===== src/rtl/qft_pkg.sv =====
package qft_pkg;
   typedef enum logic [1:0] {
      QFT_IDLE  = 2'd0,
      QFT_SETUP = 2'd1,
      QFT_SHIFT = 2'd2
   } qft_state_e;
endpackage


===== src/rtl/qft_frame_pack.sv =====
// Arranges command, address and data into one frame vector, first bit at the MSB.
module qft_frame_pack #(
   parameter int CMD_W  = 8,
   parameter int ADDR_W = 16,
   parameter int DATA_W = 32,
   localparam int FRAME_W = CMD_W + ADDR_W + DATA_W
) (
   input  logic [CMD_W-1:0]   cmd_i,
   input  logic [ADDR_W-1:0]  addr_i,
   input  logic [DATA_W-1:0]  data_i,
   output logic [FRAME_W-1:0] frame_o
);
   localparam int DBYTES = DATA_W / 8;

   if ((CMD_W % 8) != 0 || (ADDR_W % 8) != 0 || (DATA_W % 8) != 0) begin : g_chk_bytes
      $error("qft_frame_pack: all field widths must be whole bytes");
   end

   logic [DATA_W-1:0] data_le;

   // Data leaves low byte first: byte b of the word sits at frame slot b.
   for (genvar b = 0; b < DBYTES; b++) begin : g_swap
      assign data_le[DATA_W-1-8*b -: 8] = data_i[8*b +: 8];
   end

   // Address is already big-endian as a vector.
   assign frame_o = {cmd_i, addr_i, data_le};
endmodule


===== src/rtl/qft_sclk_div.sv =====
// Serial clock generator: high phase first, then low phase, DIV cycles per period.
module qft_sclk_div #(
   parameter int DIV = 4
) (
   input  logic clk,
   input  logic rst,
   input  logic run_i,
   output logic sclk_o,
   output logic fall_o
);
   localparam int HI = DIV - DIV / 2;
   localparam int CW = (DIV > 2) ? $clog2(DIV) : 1;

   if (DIV < 2) begin : g_chk_div
      $error("qft_sclk_div: DIV must be at least 2");
   end

   logic [CW-1:0] cnt_q;

   always_ff @(posedge clk) begin
      if (rst || !run_i)
         cnt_q <= '0;
      else if (cnt_q == CW'(DIV - 1))
         cnt_q <= '0;
      else
         cnt_q <= cnt_q + 1'b1;
   end

   assign sclk_o = run_i && (cnt_q < CW'(HI));
   assign fall_o = run_i && (cnt_q == CW'(HI - 1));

   // a new rising edge inside a run only follows a full period.
   assert_period_R4: assert property (@(posedge clk) disable iff (rst)
      (run_i && $past(run_i) && $rose(sclk_o)) |-> ($past(cnt_q) == CW'(DIV - 1)));
endmodule


===== src/rtl/quad_frame_tx.sv =====
module quad_frame_tx #(
   parameter int DIV    = 4,
   parameter int LANES  = 4,
   parameter int CMD_W  = 8,
   parameter int ADDR_W = 16,
   parameter int DATA_W = 32
) (
   input  logic              clk,
   input  logic              rst,
   input  logic              start_i,
   input  logic [CMD_W-1:0]  cmd_i,
   input  logic [ADDR_W-1:0] addr_i,
   input  logic [DATA_W-1:0] data_i,
   output logic              busy_o,
   output logic              done_o,
   output logic              sel_n_o,
   output logic              sclk_o,
   output logic              oe_o,
   output logic [LANES-1:0]  lanes_o
);
   import qft_pkg::*;

   localparam int FRAME_W = CMD_W + ADDR_W + DATA_W;
   localparam int NIB     = FRAME_W / LANES;
   localparam int NIB_W   = $clog2(NIB);

   if ((FRAME_W % LANES) != 0) begin : g_chk_lanes
      $error("quad_frame_tx: frame length must divide evenly across lanes");
   end

   qft_state_e         state_q;
   logic [NIB_W-1:0]   idx_q;
   logic [FRAME_W-1:0] shreg_q;
   logic [FRAME_W-1:0] frame_w;
   logic               done_q;
   logic               fall_w;
   logic               sclk_w;

   qft_frame_pack #(.CMD_W(CMD_W), .ADDR_W(ADDR_W), .DATA_W(DATA_W)) u_pack (
      .cmd_i  (cmd_i),
      .addr_i (addr_i),
      .data_i (data_i),
      .frame_o(frame_w)
   );

   qft_sclk_div #(.DIV(DIV)) u_div (
      .clk   (clk),
      .rst   (rst),
      .run_i (state_q == QFT_SHIFT),
      .sclk_o(sclk_w),
      .fall_o(fall_w)
   );

   always_ff @(posedge clk) begin
      if (rst) begin
         state_q <= QFT_IDLE;
         idx_q   <= '0;
         shreg_q <= '0;
         done_q  <= 1'b0;
      end else begin
         done_q <= 1'b0;
         unique case (state_q)
            QFT_IDLE: begin
               if (start_i) begin
                  shreg_q <= frame_w;
                  idx_q   <= '0;
                  state_q <= QFT_SETUP;
               end
            end
            QFT_SETUP: state_q <= QFT_SHIFT;
            QFT_SHIFT: begin
               if (fall_w) begin
                  if (idx_q == NIB_W'(NIB - 1)) begin
                     state_q <= QFT_IDLE;
                     done_q  <= 1'b1;
                  end else begin
                     idx_q   <= idx_q + 1'b1;
                     shreg_q <= shreg_q << LANES;
                  end
               end
            end
            default: state_q <= QFT_IDLE;
         endcase
      end
   end

   assign sel_n_o = (state_q == QFT_IDLE);
   assign busy_o  = !sel_n_o;
   assign oe_o    = !sel_n_o;
   assign sclk_o  = sclk_w;
   assign done_o  = done_q;
   assign lanes_o = sel_n_o ? '0 : shreg_q[FRAME_W-1 -: LANES];

   // no clock activity outside the select window.
   assert_idle_quiet_R8: assert property (@(posedge clk) disable iff (rst)
      sel_n_o |-> !sclk_o);
   // the first rising edge comes after at least one cycle of select low.
   assert_setup_gap_R2: assert property (@(posedge clk) disable iff (rst)
      $rose(sclk_o) |-> ($past(!sel_n_o) && $past(!sclk_o)));
   // lanes hold across the high phase.
   assert_hold_high_R5: assert property (@(posedge clk) disable iff (rst)
      (sclk_o && $past(sclk_o)) |-> $stable(lanes_o));
   // done is one cycle wide and coincides with the end of select.
   assert_done_single_R6: assert property (@(posedge clk) disable iff (rst)
      done_o |=> !done_o);
   assert_done_end_R6: assert property (@(posedge clk) disable iff (rst)
      done_o |-> (sel_n_o && $past(!sel_n_o)));
   // the nibble index never runs past the frame.
   assert_idx_range_R4: assert property (@(posedge clk) disable iff (rst)
      idx_q < NIB_W'(NIB));
endmodule


===== config.mk =====
export PLATFORM = sky130hd
export DESIGN_NAME = quad_frame_tx
export DESIGN_NICKNAME = d
export VERILOG_FILES = /design/src/rtl/qft_pkg.sv /design/src/rtl/qft_frame_pack.sv /design/src/rtl/qft_sclk_div.sv /design/src/rtl/quad_frame_tx.sv
export SDC_FILE = /design/constraint.sdc
export NUM_CORES = 1
export LEC_CHECK = 0
export BUFFER_PORTS_ARGS = -buffer_cell sky130_fd_sc_hd__buf_2
export CORE_ASPECT_RATIO = 1.25
export CORE_MARGIN = 2
export CORE_UTILIZATION = 35
export CTS_BUF_LIST = sky130_fd_sc_hd__clkbuf_2
export CTS_CLUSTER_DIAMETER = 80
export DETAILED_ROUTE_END_ITERATION = 8
export GPL_TIMING_DRIVEN = 0
export HOLD_SLACK_MARGIN = 0.15
export SYNTH_ARGS = -nofsm -noshare
export SYNTH_HDL_FRONTEND = slang
export SYNTH_SLANG_ARGS = --single-unit
export TNS_END_PERCENT = 50

===== constraint.sdc =====
create_clock -name clk -period 3.55 [get_ports clk]
set_input_delay 0.5325 -clock clk [delete_from_list [all_inputs] [get_ports clk]]
set_output_delay 0.5325 -clock clk [all_outputs]
set_load 0.1 [all_outputs]

==> results.cfg <==
[worst_setup_path]
worstPathCellList = buf_4, nand2b_1, buf_2, clkbuf_1, nor2_1, buf_2
slowest_stage = buf_2
cp.arrival_ns = 2.09
cp-end-kind = output port
cp_max_fo = 10
worstSetupStartpointType = flop
crit_required_ns = 3.02
critPathMaxStageDelay_ns = 0.43
worst_path_most_repeated_cell = buf_2
setup.worst_path.class = flop to output port

[logic_synthesis]
synth_edf_count = 0
syn_avg_cell_area_um2 = 8.352
netlist_area_um2 = 3141
synth-seq-cells = 65
ys.flop_type = dfxtp_1
synth_cell_types = 32
postSynthCellCount = 376
synthArstFlopShare_pct = 0
syn-num-nets = 439
synth-seq-area-share_pct = 41.43
ys_warn_count = 0

[finish]
area_delta_synth_final_pct = 19.32
layout.nets = 516
final_util_pct = 43.07
drive_gt1_share_pct = 25.38
final_common_cell = nand2_1
final_cell_mix = nand2_1 (108), buf_2 (85), dfxtp_1 (65)
antennaDiodeCount = 0

[drt]
post_drt_wl_per_cell_um = 15.84
first_iter_violations = 181
drc = 0
firstDrtPassIters = 5
vias = 3221
routed_via_density = 5.582
drtAntennaViolNets = 0
drt_wl_total_um = 9139

[clocking]
cts_sinks = 65
cts_resized = 0
cts_tree = done
hold_buffers = 0
post_cts_buffers = 0
cts_max_level = 3
clockRootBuffer = clkbuf_2
numCtsBuffers = 9
cts_max_path_buffers = 2
clk_transition_reported_paths_ns = 0.16
worstSkewPairLatency_ns = 0.51

[global_route]
grt_util_all_layers_pct = 19.24
grt.overflow.total = 0
grt_pass1_wl_um = 14630
grt_pass1_vias = 3031
grt_max_degree = 11
antenna_found_initial = 0

[placement]
gp_congestion = 0.7992
port_buffers = 66
dpl.hpwl_um = 6375

[timing]
min_period_ns = 2.625
tightestPinTransition_ns = 0.4774
final.period_utilization_pct = 73.94
relSlewSlack_pct = 68.17
rsz0062_at_grt = no
fin_tns_setup_ns = 0
slew_violations = 0
skew_ns = 0.02262
fmax_ghz = 0.3810
setup_viol = 0
hold_viol_final = 0

[floorplan]
fp.coreArea_um2 = 8701
dieArea_um2 = 9751
rows = 38
start_util_pct = 36.09
ios = 68
die_h_um = 109.9
die_w_um = 88.73

[worst_hold_path]
hp-class = input pin to flop

[outcome]
status = completed

[pwr]
cellPowerDensity_nw_per_um2 = 454.7
irDropWorstVdd_uv = 255.2
leakage_nw = 1.555

[flow_run]
max-cap-violations = 0
[kinds of logic (layout without fill, tap and decap cells)]
logic type | count (synthesis) | in the layout | share of synthesized area (%)
muxes | 3 | 3 | 1.434
adders and majority gates | 4 | 4 | 1.594
AOI/OAI and AO/OA | 118 | 118 | 28.77
DFF | 65 | 65 | 41.43
buffers and inverters | 53 | 134 | 8.645
and+or+nand+nor | 133 | 133 | 18.13
[sequential cells by signal (all words and copies together) (netlist names)]
name,flops
idx_q,4
shreg_q,56
state_q,2
u_div.cnt_q,2
done_o,1
[per-stage QoR]
step | setup WS, ns | total power, mW | instance area (um2) | hold slack (ns) | std cells
CTS | 0.9014 | 1.708 | 3747 | 0.2336 | 577
global placement | 1.488 | 1.208 | 3623 | 0.4467 | 562
floorplan | 0.4081 | 1.106 | 3143 | 0.4353 | 376
detailed placement | 1.474 | 1.214 | 3623 | 0.4584 | 562
global route | 0.8020 | 1.791 | 3747 | 0.2072 | 577
finish | 0.9250 | 1.704 | 3747 | 0.2540 | 577
[worst paths after layout]
check / start / to / slack (ns) / cells after the start
worst max-delay path: state_q[1] / sclk_o / 0.92 / 6
worst min-delay path: data_i[25] / shreg_q[1] / 0.25 / 2
worst min register to register: shreg_q[10] / shreg_q[14] / 0.47 / 2
worst max register to register: idx_q[1] / shreg_q[44] / 1.73 / 8
[power by group]
| group | total (mW) | internal (mW) | leakage [nW] | switching, mW |
|---|---|---|---|---|
| registers | 0.833 | 0.796 | 0.537 | 0.0365 |
| logic | 0.368 | 0.136 | 0.939 | 0.233 |
| clock network | 0.503 | 0.232 | 0.0794 | 0.271 |
[critical path, delay by kind of cell (launching register included)]
family	cells	cell delay, ns
flops	1	0.34
simple gates	2	0.19
buf+inv	4	1.05
[layout make-up]
cell class,count,area [um2]
plain buffers,48,252.7
clock buffers,11,55.05
clock inverters,4,68.82
fillers,916,4954
inverters,5,18.77
multi-input cells,258,1570
flip-flops and latches,65,1301
well taps,120,150.1
repair buffers,66,330.3
[synth_stat cells, types with 3 or more instances]
| cell type | instances | area share, % |
|---|---|---|
| buf_4 | 9 | 2.2 |
| a311oi_1 | 52 | 15 |
| a41o_1 | 4 | 1.3 |
| clkbuf_1 | 18 | 2.2 |
| o311a_1 | 4 | 1.3 |
| nand2_1 | 108 | 13 |
| a31oi_1 | 52 | 10 |
| nand4_1 | 4 | 0.80 |
| buf_2 | 19 | 3.0 |
| nor2b_1 | 6 | 1.2 |
| nor2_1 | 3 | 0.36 |
| inv_1 | 4 | 0.48 |
| dfxtp_1 | 65 | 41 |
| ha_1 | 4 | 1.6 |
[metal layers]
| metal | track usage [%] | vias to the layer above | share of wire [%] |
|---|---|---|---|
| met5 | 0 | - | 0 |
| met4 | 7.900 | 0 | 2.2 |
| met3 | 4.505 | 19 | 6.0 |
| met2 | 30.70 | 114 | 49 |
| met1 | 24.78 | 1520 | 43 |
| li1 | - | 1568 | - |
Note: power is estimated with default switching activity, not from simulation.
